<file path="config.mk">
export PLATFORM = sky130hd
export DESIGN_NAME = alu_flags_unit
export DESIGN_NICKNAME = d
export VERILOG_FILES = /design/src/rtl/alu_pkg.sv /design/src/rtl/alu_addsub.sv /design/src/rtl/alu_logic.sv /design/src/rtl/alu_flag_reg.sv /design/src/rtl/alu_flags_unit.sv
export SDC_FILE = /design/constraint.sdc
export NUM_CORES = 1
export LEC_CHECK = 0
export BUFFER_PORTS_ARGS = -buffer_cell sky130_fd_sc_hd__buf_2
export CAP_MARGIN = 30
export CORE_UTILIZATION = 34
export DETAILED_ROUTE_END_ITERATION = 10
export SYNTH_ARGS = -nofsm -noshare
export SYNTH_HDL_FRONTEND = slang
export SYNTH_SLANG_ARGS = --single-unit
</file>
<file path="constraint.sdc">
create_clock -name clk -period 11.8 [get_ports clk]
set_clock_uncertainty 0.05 [all_clocks]
set_input_delay 3.54 -clock clk [delete_from_list [all_inputs] [get_ports clk]]
set_output_delay 3.54 -clock clk [all_outputs]
set_load 0.1 [all_outputs]
</file>
<file path="src/rtl/alu_pkg.sv">
`timescale 1ns/1ps
package alu_pkg;

    typedef enum logic [3:0] {
        OP_ADD = 4'd0,
        OP_ADC = 4'd1,
        OP_SUB = 4'd2,
        OP_SBC = 4'd3,
        OP_NEG = 4'd4,
        OP_CMP = 4'd5,
        OP_CMN = 4'd6,
        OP_TST = 4'd7,
        OP_AND = 4'd8,
        OP_ORR = 4'd9,
        OP_EOR = 4'd10,
        OP_MVN = 4'd11,
        OP_BIC = 4'd12
    } alu_op_e;

    localparam int FLG_N = 3;
    localparam int FLG_Z = 2;
    localparam int FLG_C = 1;
    localparam int FLG_V = 0;

    localparam logic [3:0] OP_LAST = OP_BIC;

endpackage

</file>
<file path="src/rtl/alu_addsub.sv">
`timescale 1ns/1ps
module alu_addsub #(
    parameter int WIDTH = 32
) (
    input  logic [WIDTH-1:0] x_i,
    input  logic [WIDTH-1:0] y_i,
    input  logic             inv_i,
    input  logic             cin_i,
    output logic [WIDTH-1:0] sum_o,
    output logic             cout_o,
    output logic             ovf_o
);
    localparam int MSB = WIDTH - 1;

    logic [WIDTH-1:0] y_eff;
    logic [WIDTH:0]   wide_sum;

    always_comb begin
        y_eff    = inv_i ? ~y_i : y_i;
        wide_sum = {1'b0, x_i} + {1'b0, y_eff} + {{WIDTH{1'b0}}, cin_i};
        sum_o    = wide_sum[WIDTH-1:0];
        cout_o   = wide_sum[WIDTH];
        ovf_o    = (x_i[MSB] == y_eff[MSB]) && (wide_sum[MSB] != x_i[MSB]);
    end
endmodule

</file>
<file path="src/rtl/alu_logic.sv">
`timescale 1ns/1ps
module alu_logic
    import alu_pkg::*;
#(
    parameter int WIDTH = 32
) (
    input  logic [3:0]       op_i,
    input  logic [WIDTH-1:0] a_i,
    input  logic [WIDTH-1:0] b_i,
    output logic [WIDTH-1:0] res_o
);
    always_comb begin
        case (op_i)
            OP_TST,
            OP_AND:  res_o = a_i & b_i;
            OP_ORR:  res_o = a_i | b_i;
            OP_EOR:  res_o = a_i ^ b_i;
            OP_MVN:  res_o = ~b_i;
            OP_BIC:  res_o = a_i & ~b_i;
            default: res_o = '0;
        endcase
    end
endmodule

</file>
<file path="src/rtl/alu_flag_reg.sv">
`timescale 1ns/1ps
module alu_flag_reg (
    input  logic       clk,
    input  logic       rst_n,
    input  logic       we_i,
    input  logic [3:0] d_i,
    output logic [3:0] q_o
);
    always_ff @(posedge clk or negedge rst_n) begin
        if (!rst_n) begin
            q_o <= 4'b0000;
        end else if (we_i) begin
            q_o <= d_i;
        end
    end
endmodule

</file>
<file path="src/rtl/alu_flags_unit.sv">
`timescale 1ns/1ps
module alu_flags_unit
    import alu_pkg::*;
#(
    parameter int WIDTH = 32
) (
    input  logic             clk,
    input  logic             rst_n,
    input  logic [3:0]       op_i,
    input  logic [WIDTH-1:0] a_i,
    input  logic [WIDTH-1:0] b_i,
    input  logic             flag_we_i,
    output logic [WIDTH-1:0] result_o,
    output logic             wb_en_o,
    output logic [3:0]       flags_next_o,
    output logic [3:0]       flags_o
);
    localparam int MSB = WIDTH - 1;

    logic [WIDTH-1:0] add_x;
    logic             add_inv;
    logic             add_cin;
    logic             is_arith;
    logic             is_valid;
    logic             wb_en;
    logic [WIDTH-1:0] add_sum;
    logic             add_cout;
    logic             add_ovf;
    logic [WIDTH-1:0] logic_res;
    logic [3:0]       flags_q;

    // Operand steering for the shared adder
    always_comb begin
        add_x    = a_i;
        add_inv  = 1'b0;
        add_cin  = 1'b0;
        is_arith = 1'b1;
        is_valid = 1'b1;
        wb_en    = 1'b1;
        case (op_i)
            OP_ADD: ;
            OP_ADC: add_cin = flags_q[FLG_C];
            OP_SUB: begin
                add_inv = 1'b1;
                add_cin = 1'b1;
            end
            OP_SBC: begin
                add_inv = 1'b1;
                add_cin = flags_q[FLG_C];
            end
            OP_NEG: begin
                add_x   = '0;
                add_inv = 1'b1;
                add_cin = 1'b1;
            end
            OP_CMP: begin
                add_inv = 1'b1;
                add_cin = 1'b1;
                wb_en   = 1'b0;
            end
            OP_CMN: wb_en = 1'b0;
            OP_TST: begin
                is_arith = 1'b0;
                wb_en    = 1'b0;
            end
            OP_AND, OP_ORR, OP_EOR, OP_MVN, OP_BIC: is_arith = 1'b0;
            default: begin
                is_arith = 1'b0;
                is_valid = 1'b0;
                wb_en    = 1'b0;
            end
        endcase
    end

    alu_addsub #(.WIDTH(WIDTH)) u_addsub (
        .x_i    (add_x),
        .y_i    (b_i),
        .inv_i  (add_inv),
        .cin_i  (add_cin),
        .sum_o  (add_sum),
        .cout_o (add_cout),
        .ovf_o  (add_ovf)
    );

    alu_logic #(.WIDTH(WIDTH)) u_logic (
        .op_i  (op_i),
        .a_i   (a_i),
        .b_i   (b_i),
        .res_o (logic_res)
    );

    // Result select and next-flag formation
    always_comb begin
        if (!is_valid) begin
            result_o     = '0;
            flags_next_o = flags_q;
        end else if (is_arith) begin
            result_o     = add_sum;
            flags_next_o = {add_sum[MSB], (add_sum == '0), add_cout, add_ovf};
        end else begin
            result_o     = logic_res;
            flags_next_o = {logic_res[MSB], (logic_res == '0),
                            flags_q[FLG_C], flags_q[FLG_V]};
        end
        wb_en_o = wb_en;
    end

    alu_flag_reg u_flags (
        .clk   (clk),
        .rst_n (rst_n),
        .we_i  (flag_we_i),
        .d_i   (flags_next_o),
        .q_o   (flags_q)
    );

    assign flags_o = flags_q;
endmodule

</file>
==> impl_metrics.yaml, run 1 <==
run_status:
  outcome: "completed"
cells_and_area:
  drive_gt1_share_pct: 19.6
  final_cell_mix: "sky130_fd_sc_hd__buf_2, sky130_fd_sc_hd__inv_1, sky130_fd_sc_hd__nand2_1, sky130_fd_sc_hd__nor2_1, sky130_fd_sc_hd__ha_1"
  commonest_non_fill_non_tap_cell_in_the_layout: "sky130_fd_sc_hd__buf_2"
  finalNonFillerCells: 1057
  area.sequential_um2: 100
  biggest_register: "u_flags.q_o"
  largest_register_ffs: 4
  multi_input_area_mm2: 0.00481
  post_route_utilization_pct: 42.4
  fillers: 1630
  antenna_cells: 0
  final_net_count: 1007
  layout-area-overhead-vs-synth_pct: 21.8
  registers_with_the_highest_flip_flop_counts: "u_flags.q_o: 4 flops"
  final_cell_area_mm2: 0.00644
floorplanning:
  fp-row-count: 45
  start_util_pct: 34.8
  chipHeight_um: 127
  core_region_area_mm2: 0.0152
  floorplan.die.width_um: 127
  design.die.area_mm2: 0.0160
  pin_count: 112
synth:
  synth.distinct_cells: 81
  syn_area_per_cell_um2: 6.76
  yosys_warning_total: 0
  syn-num-nets: 918
  synth-seq-cells: 4
  largest_cells_by_area_after_synthesis: "sky130_fd_sc_hd__ha_1, sky130_fd_sc_hd__xnor2_1, sky130_fd_sc_hd__inv_1"
  seq_area_frac_synth_pct: 1.89
  async_flop_share_pct: 100
  synthesis.area_mm2: 0.00529
  synth_flop_cell: "sky130_fd_sc_hd__dfrtp_1"
  postSynthCellCount: 782
  synth_top_cell_area_share_pct: 14.9
  synth_edf_count: 0
  cell_accounting_for_the_most_synthesized_area: "sky130_fd_sc_hd__ha_1"
global_routing:
  grt_start_max_net_pins: 33
  first_global_vias: 5955
  global_route.usage.total_pct: 23.3
  grt_pass1_wl_um: 30500
  antenna_found_initial: 0
  grt_remaining_overflow: 0
hold_path:
  worst_hold_path_type: "reg -> reg"
critical_path:
  crit_path_max_fanout: 15
  cp-end-kind: "primary output"
  cp.arrival_ns: 7.85
  required_ns: 8.21
  startpoint_type: "input port"
  worstSetupPathType: "in -> out"
timing:
  timing.fmax_ghz: 0.0874
  slew_violations: 0
  finalWorstSetupSlack_ns: 0.356
  finalWorstPathRequiredPeriod_ns: 11.44
  final-hold-violation-count: 0
  min_period_over_period_pct: 97.0
  worst_pin_slew_ns: 0.698
  timing.max_slew.rel_slack_pct: 52.2
  finalSetupViolations: 0
  rsz0062_at_grt: "no"
clock_tree:
  cts_max_path_buffers: 2
  post_cts_resized: 0
  path_clk_slew_ns: 0.03
  postCtsSetupRepairBufs: 0
  clock-root-buffer: "sky130_fd_sc_hd__clkbuf_16"
  tritoncts_num_sinks: 4
  cts_buffers: 3
  clock_tree.htree_level_count: 1
  source_to_sink_clock_delay_at_the_later_pin_of_the_worst_skew_pair_ns: 0.23
  tritoncts: "built"
  post_cts_hold_fix_bufs: 0
detailed_routing:
  drc: 0
  drt_first_pass_iters: 5
  average_routed_wire_per_standard_cell_um: 18.0
  drtAntennaViolNets: 0
  via_count: 6283
  detail_route.vias_per_cell: 5.94
  detail_route.iter0.violations: 556
  wirelength_um: 19000
placed_design:
  dp_worst_setup_slack_ns: 0.365
  place_inst: 1054
  place_hpwl_um: 15500
  gp_congestion: 0.962
  placed_cell_area_mm2: 0.00636
  portBuffers: 111
power:
  vdd_drop_max_mv: 0.0809
  power.density_mw_per_mm2: 114
  total_leakage_power_nw: 3.06
  finalPower_uw: 735
flow_run:
  max-cap-violations: 0
-- path summary, 6_finish.rpt --
check	from	end	slack, ns	depth (start not counted)
worst max-delay path	op_i[2]	flags_next_o[2]	0.36	16
worst min-delay path	u_flags.q_o[0]$_DFFE_PN0P_	u_flags.q_o[0]$_DFFE_PN0P_	0.45	2
worst max register to register	u_flags.q_o[1]$_DFFE_PN0P_	u_flags.q_o[2]$_DFFE_PN0P_	7.59	15
worst min register to register	u_flags.q_o[0]$_DFFE_PN0P_	u_flags.q_o[0]$_DFFE_PN0P_	0.45	2
max in group asynchronous	rst_n	u_flags.q_o[3]$_DFFE_PN0P_	8.52	1
min in group asynchronous	rst_n	u_flags.q_o[1]$_DFFE_PN0P_	3.06	1
-- cells by family (layout without fill, tap and decap cells) --
kind of cell | Yosys count | count (layout) | share of synthesized area, %
AOI/OAI and AO/OA | 256 | 256 | 34.1
adders and majority gates | 65 | 65 | 15.7
and+or+nand+nor | 237 | 237 | 22.2
DFF | 4 | 4 | 1.89
buffers and inverters | 123 | 210 | 9.33
muxes | 28 | 28 | 5.35
xor gates and xnor gates | 69 | 69 | 11.4
-- cell usage after synthesis, types with 8 or more instances --
master	count
sky130_fd_sc_hd__nand3_1	25
sky130_fd_sc_hd__nand4_1	14
sky130_fd_sc_hd__mux2i_1	26
sky130_fd_sc_hd__a21o_1	27
sky130_fd_sc_hd__o22ai_1	28
sky130_fd_sc_hd__xor2_1	8
sky130_fd_sc_hd__a32oi_1	19
sky130_fd_sc_hd__inv_1	77
sky130_fd_sc_hd__o21ai_0	36
sky130_fd_sc_hd__nand2_1	68
sky130_fd_sc_hd__nor2_1	64
sky130_fd_sc_hd__clkbuf_1	29
sky130_fd_sc_hd__xnor2_1	61
sky130_fd_sc_hd__o211ai_1	12
sky130_fd_sc_hd__ha_1	63
sky130_fd_sc_hd__a21oi_1	48
sky130_fd_sc_hd__and3_1	9
-- per-layer routing --
layer	wire length, um	global-route usage (%)	up-vias
met1	8510	31.1	2943
li1	-	-	3064
met5	0	0	-
met2	9060	40.9	243
met4	395	5.67	0
met3	1050	1.52	33
-- critical path, stage by stage --
cell	delay, ns
sky130_fd_sc_hd__buf_2	0.23
sky130_fd_sc_hd__nand2_1	0.15
sky130_fd_sc_hd__a21oi_4	0.25
sky130_fd_sc_hd__buf_4	0.23
sky130_fd_sc_hd__xnor2_1	0.08
sky130_fd_sc_hd__ha_1	0.38
sky130_fd_sc_hd__a21o_1	0.27
sky130_fd_sc_hd__a21o_1	0.17
sky130_fd_sc_hd__a221o_1	0.38
sky130_fd_sc_hd__a221o_1	0.34
sky130_fd_sc_hd__nor2_1	0.18
sky130_fd_sc_hd__mux2_1	0.35
sky130_fd_sc_hd__a2111o_1	0.39
sky130_fd_sc_hd__or4_4	0.52
sky130_fd_sc_hd__a21oi_4	0.20
sky130_fd_sc_hd__buf_12	0.19
-- where the power goes --
group          total, mW  switching [mW]  internal (mW)
registers         0.0186         0.00222         0.0164
clock network     0.0542          0.0108         0.0434
logic              0.662           0.461          0.201
total              0.735           0.474          0.260
-- per-stage QoR --
step | setup TNS, ns | hold WS (ns)
CTS | 0 | 0.456
floorplan | -0.651 | 0.928
finish | 0 | 0.452
global placement | 0 | 0.445
global route | 0 | 0.494
detailed placement | 0 | 0.449
-- cell type report --
class | instances | area share (%)
Multi-Input combinational cell | 655 | 74.6
Timing Repair Buffer | 130 | 14.5
Inverter | 77 | 4.49
Tap cell | 188 | 3.65
Sequential cell | 4 | 1.55
Clock buffer | 3 | 1.17
Power figures use the tool's default switching activity.
==> run 2, diff against run 1 <==
Settings changed: CORE_MARGIN set to 2.
==> impl_metrics.yaml, run 2 (synthesized netlist as in run 1, its figures left out) <==
timing:
  worst_pin_slew_ns: 0.729
  rsz0062_at_grt: "no"
  timing.max_slew.rel_slack_pct: 50.2
  finalWorstSetupSlack_ns: 0.340
  fin_hold_ws_ns: 0.457
  final-hold-violation-count: 0
  min_period_over_period_pct: 97.1
  finalWorstPathRequiredPeriod_ns: 11.46
  timing.fmax_ghz: 0.0873
  finalSetupViolations: 0
  slew_violations: 0
power:
  switching_power_uw: 473
  total_leakage_power_nw: 3.05
  finalPower_uw: 728
  p_sw_share_pct: 65.0
  vdd_drop_max_mv: 0.0769
  seq_power_share_pct: 2.6
  combPwrFrac_pct: 90.2
  power.density_mw_per_mm2: 114
  power.clock.fraction_pct: 7.3
  internal_power_uw: 255
cells_and_area:
  final_net_count: 1007
  registers_with_the_highest_flip_flop_counts: "u_flags.q_o: 4 flops"
  commonest_non_fill_non_tap_cell_in_the_layout: "sky130_fd_sc_hd__buf_2"
  largest_register_ffs: 4
  finalNonFillerCells: 1057
  final_cell_mix: "sky130_fd_sc_hd__buf_2, sky130_fd_sc_hd__inv_1, sky130_fd_sc_hd__nand2_1, sky130_fd_sc_hd__nor2_1, sky130_fd_sc_hd__ha_1"
  antenna_cells: 0
  drive_gt1_share_pct: 19.6
  layout-area-overhead-vs-synth_pct: 21.0
  biggest_register: "u_flags.q_o"
global_routing:
  grt_pass1_wl_um: 31200
  first_global_vias: 6139
  grt_start_max_net_pins: 33
  antenna_found_initial: 0
  grt_remaining_overflow: 0
  global_route.usage.total_pct: 23.0
critical_path:
  worst-r2r-setup-slack_ns: 7.59
  rr_worst_depth: 15
  startpoint_type: "input port"
  required_ns: 8.21
  critical_path.slowest_cell: "sky130_fd_sc_hd__or4_4"
  crit_path_max_fanout: 19
  path_cells: "buf_2, nand2_1, a21oi_4, buf_12, xnor2_1, ha_1, a21o_1, a21o_1, a221o_1, a221o_1, nor2_1, mux2_1, a2111o_1, or4_4, a21oi_4, buf_12"
  reg2reg_from: "u_flags.q_o[1]$_DFFE_PN0P_"
  critPathBufInv: 3
  cpLargestDelayFamily: "compound AO/OA/AOI/OAI gates"
  cp-end-kind: "primary output"
  worstSetupPathType: "in -> out"
  critical_path.max_stage_delay_ns: 0.52
  regToRegEndpoint: "u_flags.q_o[2]$_DFFE_PN0P_"
  cp-startpoint: "op_i[2]"
  cp.arrival_ns: 7.87
floorplanning:
  core_region_area_mm2: 0.0152
  floorplan.die.width_um: 129
  chipHeight_um: 129
  start_util_pct: 34.8
  design.die.area_mm2: 0.0166
  fp-row-count: 45
  pin_count: 112
clock_tree:
  cts_max_path_buffers: 2
  clock-root-buffer: "sky130_fd_sc_hd__clkbuf_16"
  clock_tree.htree_level_count: 1
  post_cts_resized: 0
  source_to_sink_clock_delay_at_the_later_pin_of_the_worst_skew_pair_ns: 0.22
  tritoncts_num_sinks: 4
  postCtsSetupRepairBufs: 0
  post_cts_hold_fix_bufs: 0
  tritoncts: "built"
  path_clk_slew_ns: 0.03
  cts_buffers: 3
run_status:
  outcome: "completed"
hold_path:
  hold_depth: 2
  hp-start: "u_flags.q_o[0]$_DFFE_PN0P_"
  worst_hold_path_type: "reg -> reg"
  timing.hold.worst_endpoint: "u_flags.q_o[0]$_DFFE_PN0P_"
placed_design:
  dp_worst_setup_slack_ns: 0.416
  gp_congestion: 0.983
  place_inst: 1054
  place_hpwl_um: 15600
  portBuffers: 111
detailed_routing:
  drc: 0
  drt_first_pass_iters: 5
  detail_route.vias_per_cell: 5.92
  detail_route.iter0.violations: 490
  via_count: 6256
  wirelength_um: 19300
  drtAntennaViolNets: 0
  average_routed_wire_per_standard_cell_um: 18.2
flow_run:
  max-cap-violations: 0
## run 2: changes by cell type in the layout (fill, tap and decap cells not counted)
| cell | delta |
|---|---|
| sky130_fd_sc_hd__buf_12 | -3 |
| sky130_fd_sc_hd__buf_2 | +3 |
## run 2: worst max-delay path by stage
stage / endpoint / slack [ns] / cells past startpoint
after CTS: flags_next_o[2] / 0.39 / 16
final: flags_next_o[2] / 0.34 / 16
after detailed placement: flags_next_o[2] / 0.42 / 16
after global routing: flags_next_o[2] / 0.15 / 15
after floorplan: flags_next_o[2] / -0.65 / 20
after global placement: flags_next_o[2] / 0.37 / 16
## run 2: power by group through the flow
stage               sequential, mW  clock, mW  combinational [mW]
floorplan                   0.0369          0               0.478
global placement            0.0187          0               0.652
detailed placement          0.0188          0               0.650
CTS                         0.0187     0.0534               0.653
global route                0.0189     0.0541               0.701
finish                      0.0186     0.0528               0.656
## run 2: cell type report
cell class	count	area (um2)
repair buffers	130	888
inverters	77	289
well taps	188	235
multi-input cells	655	4810
fillers	1610	8810
clock buffers	3	75.1
flip-flops and latches	4	100
## run 2: through the flow
step | instance area, um2 | util [%] | TNS [ns]
floorplan | 5360 | - | -0.651
detailed placement | 6320 | 41.6 | 0
global route | 6390 | 42.1 | 0
CTS | 6390 | 42.1 | 0
finish | 6390 | 42.1 | 0
global placement | 6320 | 41.6 | 0
## run 2: metal layers
metal	vias to the layer above	part of all wire, %	track usage [%]	routed length (um)
met5	-	0	0	0
met4	0	2.5	6.33	488
met3	38	5.4	1.83	1040
met2	228	47	39.9	9050
met1	2930	45	30.5	8710
li1	3060	-	-	-
## run 2: worst min-delay path, cell delays in order, from the launching register on
cell and delay [ns]:
sky130_fd_sc_hd__dfrtp_1 0.36, sky130_fd_sc_hd__nand2_1 0.06, sky130_fd_sc_hd__o31ai_1 0.05
